## src/rtl/cag_pkg.sv

```systemverilog
// Package: shared sizing for the angle word generator.
// Assumes a 16-bit word and up to 8 words per coordinate.
package cag_pkg;
    localparam int WORD_W    = 16;
    localparam int MAX_WORDS = 8;
    localparam int ITER_W    = 8;
    localparam int ADDR_W    = 11;
endpackage

```

## src/rtl/cag_mode_sel.sv

```systemverilog
// Mode selector and ROM address former.
// Decides between table lookup (3*i <= n) and generated 2^-i words.
// Forms the ROM address with the iteration in the high part and the
// precision-aligned word index in the low part.
// Assumes prec is 1..MAX_WORDS and word < prec whenever valid is high.
module cag_mode_sel #(
    parameter int WORD_W    = cag_pkg::WORD_W,
    parameter int MAX_WORDS = cag_pkg::MAX_WORDS,
    parameter int ITER_W    = cag_pkg::ITER_W,
    parameter int ADDR_W    = cag_pkg::ADDR_W,
    localparam int WSEL_W   = $clog2(MAX_WORDS),
    localparam int PREC_W   = $clog2(MAX_WORDS + 1),
    localparam int BIT_W    = $clog2(WORD_W),
    localparam int CMP_W    = ITER_W + 2
) (
    input  logic              clk,
    input  logic              rst_n,
    input  logic              valid,
    input  logic [ITER_W-1:0] iter,
    input  logic [WSEL_W-1:0] word,
    input  logic [PREC_W-1:0] prec,
    output logic              use_rom,
    output logic [ADDR_W-1:0] rom_addr
);
    localparam int AX_W = ITER_W + WSEL_W + 1;
    localparam int TABLE_DEPTH = 512;

    logic [CMP_W-1:0] n_bits;
    logic [CMP_W-1:0] three_i;
    logic [AX_W-1:0]  addr_full;
    logic [PREC_W-1:0] word_offset;

    // Threshold compare: table mode while three times i does not exceed n.
    always_comb begin
        n_bits  = CMP_W'({prec, {BIT_W{1'b0}}});
        three_i = CMP_W'({2'b00, iter}) + CMP_W'({1'b0, iter, 1'b0});
        use_rom = (three_i <= n_bits);
    end

    // Address forming: skip the low words a shorter precision drops.
    always_comb begin
        word_offset = PREC_W'(MAX_WORDS) - prec;
        addr_full   = AX_W'({iter, {WSEL_W{1'b0}}})
                    + AX_W'(word_offset)
                    + AX_W'(word);
        rom_addr    = (valid && use_rom) ? ADDR_W'(addr_full) : '0;
    end


    rom_addr_range_chk: assert property (@(posedge clk) disable iff (!rst_n)
        (valid && use_rom) |-> (rom_addr < ADDR_W'(TABLE_DEPTH)));


    req_shape_chk: assert property (@(posedge clk) disable iff (!rst_n)
        valid |-> (prec != '0 && prec <= PREC_W'(MAX_WORDS)
                   && PREC_W'(word) < prec));
endmodule

```

## src/rtl/cag_pow2_word.sv

```systemverilog
// Generated-word source for late iterations.
// Produces word `word` of 2^-i in an n-bit fraction (bit n weighs 1).
// This is a single set bit at absolute position n-i, or all zeros
// when i > n or the word does not hold that bit.
// Assumes prec and word are in range; output is combinational.
module cag_pow2_word #(
    parameter int WORD_W    = cag_pkg::WORD_W,
    parameter int MAX_WORDS = cag_pkg::MAX_WORDS,
    parameter int ITER_W    = cag_pkg::ITER_W,
    localparam int WSEL_W   = $clog2(MAX_WORDS),
    localparam int PREC_W   = $clog2(MAX_WORDS + 1),
    localparam int BIT_W    = $clog2(WORD_W),
    localparam int CMP_W    = ITER_W + 2
) (
    input  logic [ITER_W-1:0] iter,
    input  logic [WSEL_W-1:0] word,
    input  logic [PREC_W-1:0] prec,
    output logic [WORD_W-1:0] gen_word
);
    logic [CMP_W-1:0] n_bits;
    logic [CMP_W-1:0] iter_x;
    logic [CMP_W-1:0] pos;
    logic             beyond;
    logic             hit;

    // Position decode: locate the set bit and test the current word.
    always_comb begin
        n_bits   = CMP_W'({prec, {BIT_W{1'b0}}});
        iter_x   = CMP_W'(iter);
        beyond   = (iter_x > n_bits);
        pos      = n_bits - iter_x;
        hit      = ((pos >> BIT_W) == CMP_W'(word));
        gen_word = (!beyond && hit) ? (WORD_W'(1) << pos[BIT_W-1:0]) : '0;
    end
endmodule

```

## src/rtl/angle_word_gen.sv

```systemverilog
// Elementary angle word generator, top level.
// The caller presents a request one cycle before the word is needed.
// The ROM address leaves in the request cycle. One cycle later the ROM
// word, or the locally generated 2^-i word, appears on ang_word.
// Assumes an external ROM with exactly one cycle of read latency.
module angle_word_gen #(
    parameter int WORD_W    = cag_pkg::WORD_W,
    parameter int MAX_WORDS = cag_pkg::MAX_WORDS,
    parameter int ITER_W    = cag_pkg::ITER_W,
    parameter int ADDR_W    = cag_pkg::ADDR_W,
    localparam int WSEL_W   = $clog2(MAX_WORDS),
    localparam int PREC_W   = $clog2(MAX_WORDS + 1),
    localparam int BIT_W    = $clog2(WORD_W)
) (
    input  logic              clk,
    input  logic              rst_n,
    input  logic              req_valid,
    input  logic [ITER_W-1:0] req_iter,
    input  logic [WSEL_W-1:0] req_word,
    input  logic [PREC_W-1:0] req_prec,
    output logic [ADDR_W-1:0] rom_addr,
    input  logic [WORD_W-1:0] rom_data,
    output logic              ang_valid,
    output logic [WORD_W-1:0] ang_word
);
    logic              use_rom;
    logic [WORD_W-1:0] gen_word;
    logic              valid_q;
    logic              use_rom_q;
    logic [WORD_W-1:0] gen_word_q;

    cag_mode_sel #(
        .WORD_W(WORD_W), .MAX_WORDS(MAX_WORDS),
        .ITER_W(ITER_W), .ADDR_W(ADDR_W)
    ) u_mode_sel (
        .clk(clk), .rst_n(rst_n), .valid(req_valid),
        .iter(req_iter), .word(req_word), .prec(req_prec),
        .use_rom(use_rom), .rom_addr(rom_addr)
    );

    cag_pow2_word #(
        .WORD_W(WORD_W), .MAX_WORDS(MAX_WORDS), .ITER_W(ITER_W)
    ) u_pow2 (
        .iter(req_iter), .word(req_word), .prec(req_prec),
        .gen_word(gen_word)
    );

    // Alignment stage: hold mode and generated word while the ROM reads.
    always_ff @(posedge clk) begin
        if (!rst_n) begin
            valid_q    <= 1'b0;
            use_rom_q  <= 1'b0;
            gen_word_q <= '0;
        end else begin
            valid_q    <= req_valid;
            use_rom_q  <= req_valid && use_rom;
            gen_word_q <= req_valid ? gen_word : '0;
        end
    end

    // Output select: ROM word in table mode, generated word otherwise.
    always_comb begin
        ang_valid = valid_q;
        if (!valid_q)       ang_word = '0;
        else if (use_rom_q) ang_word = rom_data;
        else                ang_word = gen_word_q;
    end


    valid_follow_chk: assert property (@(posedge clk) disable iff (!rst_n)
        req_valid |=> ang_valid);


    rom_pass_chk: assert property (@(posedge clk) disable iff (!rst_n)
        (req_valid && use_rom) |=> (ang_word == rom_data));


    gen_no_addr_chk: assert property (@(posedge clk) disable iff (!rst_n)
        (req_valid && !use_rom) |-> (rom_addr == '0));


    gen_onehot_chk: assert property (@(posedge clk) disable iff (!rst_n)
        (req_valid && !use_rom) |=> $onehot0(ang_word));


    beyond_zero_chk: assert property (@(posedge clk) disable iff (!rst_n)
        (req_valid && ({2'b00, req_iter} > {req_prec, {BIT_W{1'b0}}}))
        |=> (ang_word == '0));
endmodule

```

## config.mk

```make
export PLATFORM = sky130hd
export DESIGN_NAME = angle_word_gen
export DESIGN_NICKNAME = d
export VERILOG_FILES = /design/src/rtl/cag_pkg.sv /design/src/rtl/cag_mode_sel.sv /design/src/rtl/cag_pow2_word.sv /design/src/rtl/angle_word_gen.sv
export SDC_FILE = /design/constraint.sdc
export NUM_CORES = 1
export LEC_CHECK = 0
export BUFFER_PORTS_ARGS = -buffer_cell sky130_fd_sc_hd__buf_2
export CORE_MARGIN = 2
export CORE_UTILIZATION = 51
export DETAILED_ROUTE_END_ITERATION = 16
export HOLD_SLACK_MARGIN = 0.12
export PLACE_DENSITY = 0.91
export SETUP_SLACK_MARGIN = 0.3
export SLEW_MARGIN = 20
export SYNTH_ARGS = -nofsm -noshare
export SYNTH_HDL_FRONTEND = slang
export SYNTH_SLANG_ARGS = --single-unit
```

## constraint.sdc

```tcl
create_clock -name clk -period 5.8 [get_ports clk]
set_input_delay 1.16 -clock clk [delete_from_list [all_inputs] [get_ports clk]]
set_output_delay 1.16 -clock clk [all_outputs]
set_load 0.02 [all_outputs]
```

Yosys cells after proc, flatten, opt, wreduce, memory -nomap -nowiden

Index checks and enable logic that the tools add are counted.

Bits in registers: 18
Bits in latches: 0
RAM bits: 0
Bits in read-only memories: 0
Input port bits: 34
Output and inout port bits: 28
Word-level logic and storage cells: 19
Memories: 0

Add/sub/neg operators: 5
$mul: 0
Div/mod/pow operators: 0
Order comparisons: 2
Equal/unequal tests: 1
Shifts and indexed selects: 1
Muxes and demuxes: 3
Bitwise logic cells: 0
Reductions and logical operators: 4

Operator list:

| operator                                                            | count |
|---|---|
| 16-bit 2-to-1 mux                                                   | 2 |
| 1-bit by 4-bit left shift with 16-bit output (first input constant) | 1 |
| 11-bit by 3-bit adder with 11-bit output                            | 1 |
| 11-bit by 4-bit adder with 11-bit output                            | 1 |
| 11-bit 2-to-1 mux                                                   | 1 |
| 8-bit by 9-bit adder with 10-bit output                             | 1 |
| 10-bit by 8-bit less-or-equal comparator with 1-bit output          | 1 |
| 8-bit by 8-bit subtractor with 9-bit output                         | 1 |
| 8-bit greater-than comparator                                       | 1 |
| 6-bit by 3-bit equality test with 1-bit output                      | 1 |
| 4-bit subtractor (first input constant)                             | 1 |
| 3-bit AND reduction                                                 | 1 |
| 1-bit logical AND                                                   | 2 |
| 1-bit logical NOT                                                   | 1 |

Depth between registers and ports, before layout

Gate-level depths: netlist of run 1.

Depth in word-level cells: 4
Mapped depth: 15
Gate-level depth less buffers: 13

Modules after synthesis

A second synthesis of run 1 with hierarchy kept.

Cells, all modules: 248
Area, all modules: 2098.3 um^2

By module, submodules not included:

| module         | times used | cells an instance | area each (um^2) | sequential area each (um^2) |
|---|---|---|---|---|
| angle_word_gen | 1          | 73                | 775.7            | 360.3 |
| cag_mode_sel   | 1          | 106               | 773.2            | 0.0 |
| cag_pow2_word  | 1          | 69                | 549.3            | 0.0 |

Worst setup path after synthesis of run 1

Ideal clock, no wire load.

Kind: input -> output
From: input port req_iter[1]
To: output port rom_addr[2]
Arrival: 3891 ps
Required time: 4640 ps
Slack: 749 ps
Stages: 14
Buffers on the path: 1
Path through: buf_4 > inv_1 > fa_1 > nor2b_1 > o31a_1 > o21a_1 > nor2_1 > xnor2_1 > ha_1 > nand4_1 > nor4_1 > a21oi_1 > a211o_1 > nor3_1

Word-level cells in the longest chain between the ends: 4

RTL lines:

| what                                                       | RTL line             | text |
|---|---|---|
| start, declared                                            | angle_word_gen.sv:18 | `input logic [ITER_W-1:0] req_iter,` |
| 8-bit by 9-bit adder with 10-bit output                    | cag_mode_sel.sv:36   | `three_i = CMP_W'({2'b00, iter}) + CMP_W'({1'b0, iter, 1'b0});` |
| 10-bit by 8-bit less-or-equal comparator with 1-bit output | cag_mode_sel.sv:37   | `use_rom = (three_i <= n_bits);` |
| 1-bit logical AND                                          | cag_mode_sel.sv:46   | `rom_addr = (valid && use_rom) ? ADDR_W'(addr_full) : '0;` |
| 11-bit 2-to-1 mux                                          | cag_mode_sel.sv:46   |  |
| end, declared                                              | angle_word_gen.sv:21 | `output logic [ADDR_W-1:0] rom_addr,` |

No other way between the ends.

Worst setup path in the final report of run 1

From: input port req_iter[1]
To: output port rom_addr[8]

Word-level cells in the longest chain between the ends: 4
Elaborated cells on any way between the ends: 6

RTL lines:

| what                                                                                             | RTL line |
|---|---|
| parallel branches: the longest is 3 deep, another holds 11-bit by 4-bit adder with 11-bit output | - |
| 11-bit 2-to-1 mux (*)                                                                            | cag_mode_sel.sv:46 |

Every way passes the cells marked *.

==> results, run 1 <==
- The final-report setup violation count is 0.
- Setup repair after global routing left no endpoint under its margin.
- In this run the horizontal extent of the chip is 64.8 µm.
- By area the synthesized netlist is led by dfxtp_1 19%, ha_1 15%, mux2i_1 9.5%.
- Grouping stages by cell kind, the critical path spends the most delay in adder cells.
- The number of detailed-route iterations in the first pass is 4.
- The cell with the largest stage delay on the worst path is fa_1.
- The cell chosen for the clock root is clkbuf_8.
- The number of flip-flops and latches in the synthesized netlist is 18.
- The summed negative setup slack over all endpoints is 0 ns.
- The share of synthesized area occupied by flip-flops and latches is 0.191.
- The sum of routed wire length over all layers is 4.81 mm.
- After layout, the minimum clock period comes to 5.33 ns.
- The library cells used most frequently in the layout, excluding fill and tap cells, are 59 x buf_2, 22 x nor2b_1, 22 x ha_1.
- The mean instance size in the synthesized netlist is 8.28 µm².
- The floorplan step defined a die boundary enclosing 4200 µm².
- 0 antenna diodes ended up in the layout.
- The global-route wire length before repair is 7.47 mm.
- Of the total power, the clock network draws 0.251.
- The starting density of the core is 0.524.
- The actual slew at the worst max-slew pin is 0.885 ns.
- The final-stage net count is 349.
- The cell count after synthesis came out at 228.
- The overall overflow remaining after global route is 0.
- The sequential cells in the finished layout cover a total of 360 µm².
- The area of the multi-input gates is 1420 µm².
- The number of warnings reported in the yosys synthesis log is 0.
- The most frequent standard cell in the layout excluding fill and tap cells is buf_2.
- The element type at the critical path start is an input port.
- The maximum operating frequency is 188 MHz.
- After synthesis, the share of flip-flops with an asynchronous set or reset is 0.
- For this design the total switching power over the nets is 0.000136 W.
- The detailed placement HPWL is 3.73 mm.
- CTS built an H-tree with a depth of 1.
- The total power per unit cell area is 170 nW/µm².
- The floorplan has 22 rows.
- The largest driver fanout on the critical path is 11.
- The filler cells instantiated in the layout total 311.
- The endpoint type of the worst setup path is an output port.
- For this run, the total global-route usage over all layers was measured as 0.221.
- After synthesis the cells add up to 1890 µm².
- The clock net sink count is 18.
- The internal power is 0.000258 W.
- The max-slew violation count is 0.
- In this run, the number of DRC markers left after iteration 0 of detailed routing was 78.
- On the worst path, the slowest cell contributes a delay of 0.46 ns.
- The share of total power dissipated in sequential elements is 0.326.
- TritonCTS built the clock tree.
- The critical path crosses 16 cells after its start point.
- The average wire per standard cell is 14.2 µm.
- The quantity of hold-fixing buffers added after cts is 0.
- By instance count, the cell type seen most on the critical path is nor2_1.
- In the routed design, unresolved DRC markers number 0.
- Of the total power, the share spent switching nets is 0.346.
- The post-placement setup slack is 0.394 ns.
- The leakage power is 1.03 nW.
- The standard cell core area is 3610 µm².
- The part of the power in combinational logic is 0.423.
- The share of the synthesized area in the top cell type is 0.191.
- Headroom to the max-slew limit came out at 0.409.
- The clock-pin slew reported for the worst setup and hold paths after clock tree synthesis is 0.06 ns.
- Walking the worst path, the cells encountered are clkbuf_4, inv_2, fa_1, nor2b_1, o31a_1, o21a_1, nor2_1, xnor2_1, ha_1, nand4_1, nor4_2, a21oi_1, a211o_2, buf_4, nor2_1, buf_2.
- The share of final-layout standard cells stronger than drive strength 1 is 0.262.
- The number of synthesized flops with an enable pin is 0.
- The peak supply drop is 0.0653 mV.
- Measured along the y axis, the die boundary spans 64.8 µm.
- The most frequently used flop master after synthesis is dfxtp_1.
- The hold violation total from the final report was 0.
- The timing endpoint of the critical path is rom_addr[8].
- Synthesis instantiated 44 different standard cells from the library.
- The tightest min-delay check is of the in2reg type.
- Data on the critical path is required at its endpoint by 4.64 ns.
- The total nets after synthesis is 286.
- The worst-case setup margin in the final layout is 0.468 ns.
- The max-capacitance violation count is 0.
- Summed over all instances, the cell type with the most area after synthesis is dfxtp_1.
- The number of input and output port buffers inserted is 61.
- The global placement routability congestion is 0.903.
- The part of the cycle the worst path needs is 0.919.
- The flow ran to the end, and the final reports show no timing, DRC or antenna violations.
- The detail route stage leaves a number of antenna-violating nets equal to 0.
- The final core utilization is 0.642.
- The number of primary I/O pins is 62.
- The worst setup path is of the in2out kind.
- The area growth from synthesis to layout is 22.5%.
- The combined buffer and inverter count along the critical path is 4.
- Entering global routing, the biggest net connects 18 pins.
- The number of clock buffers added by TritonCTS is 3.
- The clock passes through at most 2 buffers.
- The launch point of the worst path is req_iter[1].
- The number of antenna violations at the first check in global routing is 0.
- The via count of the first global-routing pass is 1771.
- For this block, the via count after detailed routing is 1920.
- The worst path arrival time is 4.17 ns.
- After detailed routing, the number of vias per cell comes to 5.68.
-- registers in the layout, summed over array words and instances, names as in the netlist --
name        count
ang_valid       1
gen_word_q     16
use_rom_q       1
-- how the worst min path moves through the flow --
stage	cells past startpoint	end	start
2_1_floorplan	2	use_rom_q	rst_n
3_3_place_gp	3	use_rom_q	rst_n
3_5_place_dp	3	use_rom_q	rst_n
4_1_cts	3	use_rom_q	rst_n
5_1_grt	3	use_rom_q	rst_n
6_report	3	use_rom_q	rst_n
-- power by group through the flow --
stage          clock [W]  sequential [W]  combinational (W)
3_3_place_gp           0        0.000131           0.000149
3_5_place_dp           0        0.000131           0.000155
2_1_floorplan          0        0.000128           0.000117
5_1_grt         0.000104        0.000129           0.000182
4_1_cts        0.0000995        0.000128           0.000156
6_report       0.0000989        0.000128           0.000167
-- cell type report --
class                   count  share of cell area
multi-input cells         183               0.615
flip-flops and latches     18               0.156
repair buffers             65               0.147
inverters                  20              0.0324
well taps                  48              0.0260
clock buffers               4              0.0238
-- logic make-up after synthesis --
| kind of cell | after synthesis | share of synthesized area |
|---|---|---|
| mux | 18 | 0.0954 |
| simple gates | 86 | 0.255 |
| buf+inv | 28 | 0.0643 |
| compound gates | 34 | 0.131 |
| xor+xnor | 20 | 0.0968 |
| flops | 18 | 0.191 |
| fa+ha+maj | 24 | 0.167 |
-- per-stage QoR --
step	instances	hold WS, ns	area, µm²	power, W
after global routing	338	1.14	2310	0.000415
after floorplan	228	1.27	1890	0.000245
after global placement	329	1.42	2210	0.000280
final	338	1.14	2310	0.000394
after CTS	333	1.14	2260	0.000384
after detailed placement	329	1.41	2210	0.000286
-- Yosys cell counts (all sizes together), types with 3 or more instances --
library cell,instances
buf,6
nor4,17
nand4,3
mux2i,18
o21ai,4
o21a,5
dfxtp,18
a21oi,6
nand2,8
o211ai,4
nor2,17
inv,20
nand3,7
nor2b,22
ha,22
xnor2,20
nand2b,3
-- repair_timing --
action,CTS,global route
setup buffers,0,3
resized for setup,0,6
endpoints found under the setup margin,0,11
endpoints found under the hold margin,0,0
-- metal layers --
metal	wire [µm]	share of wire	track usage	vias up
met1	1940	0.40	0.252	870
li1	-	-	-	945
met5	0	0	0	-
met3	318	0.066	0.0295	15
met2	2400	0.50	0.410	90
met4	144	0.030	0.0931	0
-- worst min-delay path, cell delays in order --
cell and delay, ns:
buf_2 0.11, inv_1 0.05, nor2_1 0.03
Power figures use the tool's default switching activity.
==> inputs of run 2 (changes only) <==
- CORE_UTILIZATION: 51 -> 53
- CTS_BUF_LIST: default -> sky130_fd_sc_hd__clkbuf_2 sky130_fd_sc_hd__clkbuf_4 sky130_fd_sc_hd__clkbuf_8
- PLACE_DENSITY: 0.91 -> 0.94
==> run 2 against run 1 <==
Combinational power is 5% lower. Highest routed layer unchanged. Non-clock buffer count down 2. Worst setup slack better by 0.011 ns. Sequential share of layout area is 0.39 points higher. Largest power group unchanged.
==> results, run 2 (synthesis results as in run 1) <==
- The peak supply drop is 0.0636 mV (-2.6%).
- The area of the multi-input gates was 1410 µm² (-1.1%).
- The flip-flop count of the largest register, all copies and words added is 16 (unchanged).
- The overall die height is 63.7 µm (-1.8%).
- CTS placed an instance of clkbuf_4 at the clock tree root.
- The worst relative slew slack is 0.261 (-0.149).
- The launch point of the worst path is req_iter[1].
- The via count of the first global-routing pass was 1762 (-0.51%).
- The highest metal layer with signal wires is met4.
- The detailed placement HPWL is 3.86 mm (+3.3%).
- The total CTS buffers is 3 (unchanged).
- The count of fill cells added during filler insertion is 297 (-4.5%).
- The run finished with clean final reports.
- The clock net sink count is 18 (unchanged).
- The worst-case setup margin in the final layout is 0.479 ns (+0.0114 ns).
- The starting density of the core came to 0.557 (+0.0334).
- The top register by number of flip-flops is gen_word_q.
- The via count of the routed design is 1850 (-3.6%).
- The number of primary I/O pins is 62 (unchanged).
- The share of final-layout standard cells stronger than drive strength 1 came to 0.254 (-0.00771).
- The number of antenna violations at the first check in global routing is 0 (unchanged).
- The final core utilization is 0.666 (+0.0244).
- The residual DRC count was 0 (unchanged).
- The final antenna-violating net count is 0 (unchanged).
- The element type at the critical path start is an input port.
- The leakage power is 1.01 nW (-2.0%).
- TritonCTS built the clock tree.
- The startpoint of the most critical hold path is rst_n.
- The endpoint required time on the critical path is 4.64 ns (about the same).
- The actual slew at the worst max-slew pin was 1.11 ns (+0.225 ns).
- The number of DRC violations after detailed-routing iteration 0 is 43 (-45%).
- The horizontal die dimension was 63.7 µm (-1.8%).
- The part of the cycle the worst path needs was 0.917 (-0.00196).
- The path class of the tightest hold or removal check is in2reg.
- Setup repair after global routing left no endpoint under its margin.
- The count of antenna diodes in the layout is 0 (unchanged).
- The number of input and output port buffers inserted came to 61 (unchanged).
- The average wire per standard cell came to 13.6 µm (-4.1%).
- The pin count of the biggest net entering global routing is 18 (unchanged).
- The number of H-tree levels is 1 (unchanged).
- The max-slew violation count is 0 (unchanged).
- The detailed-route vias per instance came to 5.56 (-2.2%).
- The clock-pin slew reported for the worst setup and hold paths after clock tree synthesis is 0.09 ns (+0.03 ns).
- The worst path arrival time is 4.16 ns (about the same).
- The overall overflow remaining after global route is 0 (unchanged).
- The number of detailed-route iterations in the first pass came to 5 (+1).
- Leaving out fill and tap cells, the most frequent cell in the layout is buf_2.
- The max-capacitance violation count is 0 (unchanged).
- The final-report setup violation count was 0 (unchanged).
- The maximum operating frequency was 188 MHz (+0.21%).
- The post-placement setup slack is 0.377 ns (-0.0169 ns).
- The area growth from synthesis to layout is 19.5%.
- The standard cell core area is 3390 µm² (-6.0%).
- The die outline area is 4060 µm² (-3.5%).
- The summed negative setup slack over all endpoints is 0 ns (unchanged).
- The sum of routed wire length over all layers is 4.54 mm (-5.5%).
- The hold violation total from the final report is 0 (unchanged).
- The total chip power came to 0.000361 W (-8.4%).
- The number of standard-cell rows in the floorplan is 21 (-4.5%).
- The detailed route wirelength on metal3 is 247 µm (-22%).
- The worst setup path is of the in2out kind.
- The global routing usage summed across all routing layers is 0.227 (+0.00568).
- The routed length on met1 is 1.91 mm (-1.6%).
- The routed wire length on met2 came to 2.27 mm (-5.7%).
- The final-stage net count is 346 (-0.86%).
- The global-route wire length before repair came to 7.43 mm (-0.46%).
- The area taken by flip-flops and latches is 360 µm² (unchanged).
- The library cells used most frequently in the layout, excluding fill and tap cells, are 61 x buf_2, 22 x nor2b_1, 22 x ha_1.
- The largest driver fanout on the critical path is 11 (unchanged).
- The worst setup path is captured at an output port.
- The minimum clock period after layout is 5.32 ns (-0.0114 ns).
- The maximum buffer depth of the clock tree is 2 (unchanged).
- The global placement routability congestion is 0.884 (-2.1%).
- The total power per unit cell area came to 160 nW/µm² (-6.1%).
## run 2: cell count changes in the layout (fill, tap and decap cells not counted), sizes merged
cell	before	now
a211o	2	1
buf	62	63
clkbuf	7	4
## run 2: power breakdown
part           switching (W)  internal [W]  total [W]
combinational      0.0000890     0.0000702   0.000159
clock              0.0000354     0.0000383  0.0000737
sequential        0.00000389      0.000124   0.000128
## run 2: per-layer routing
metal  global-route usage  vias to the layer above
li1                     -                      938
met1                0.251                      812
met2                0.436                       88
met3               0.0214                       12
met4               0.0951                        0
met5                    0                        -
## run 2: critical path, cell delays in order
cell and delay (ns):
buf_2 0.21, inv_2 0.11, fa_1 0.46, nor2b_1 0.17, o31a_1 0.20, o21a_1 0.13
nor2_1 0.04, xnor2_1 0.13, ha_1 0.31, nand4_1 0.11, nor4_1 0.26, a21oi_1 0.08
a211o_2 0.37, buf_4 0.18, nor2_1 0.09, buf_2 0.16
## run 2: what timing repair did
item	4_1_cts	5_1_grt
setup buffers	0	2
endpoints found under the setup margin	0	11
resized for setup	0	3
hold buffers	0	0
## run 2: final timing paths
check,endpoint,depth (start not counted)
hold / removal,use_rom_q,3
setup / recovery,rom_addr[9],16
## run 2: area by class of cell
class                      instances  share of cell area
multi-input combinational        182               0.624
sequential                        18               0.160
timing repair buffer              63               0.142
inverter                          20              0.0333
tap                               46              0.0255
clock buffer                       4              0.0161
## run 2: per-stage QoR
step | area, µm² | hold slack, ns | std cells
5_1_grt | 2260 | 1.12 | 333
3_3_place_gp | 2200 | 1.42 | 327
6_report | 2260 | 1.12 | 333
4_1_cts | 2240 | 1.11 | 331
2_1_floorplan | 1890 | 1.27 | 228
3_5_place_dp | 2200 | 1.41 | 327
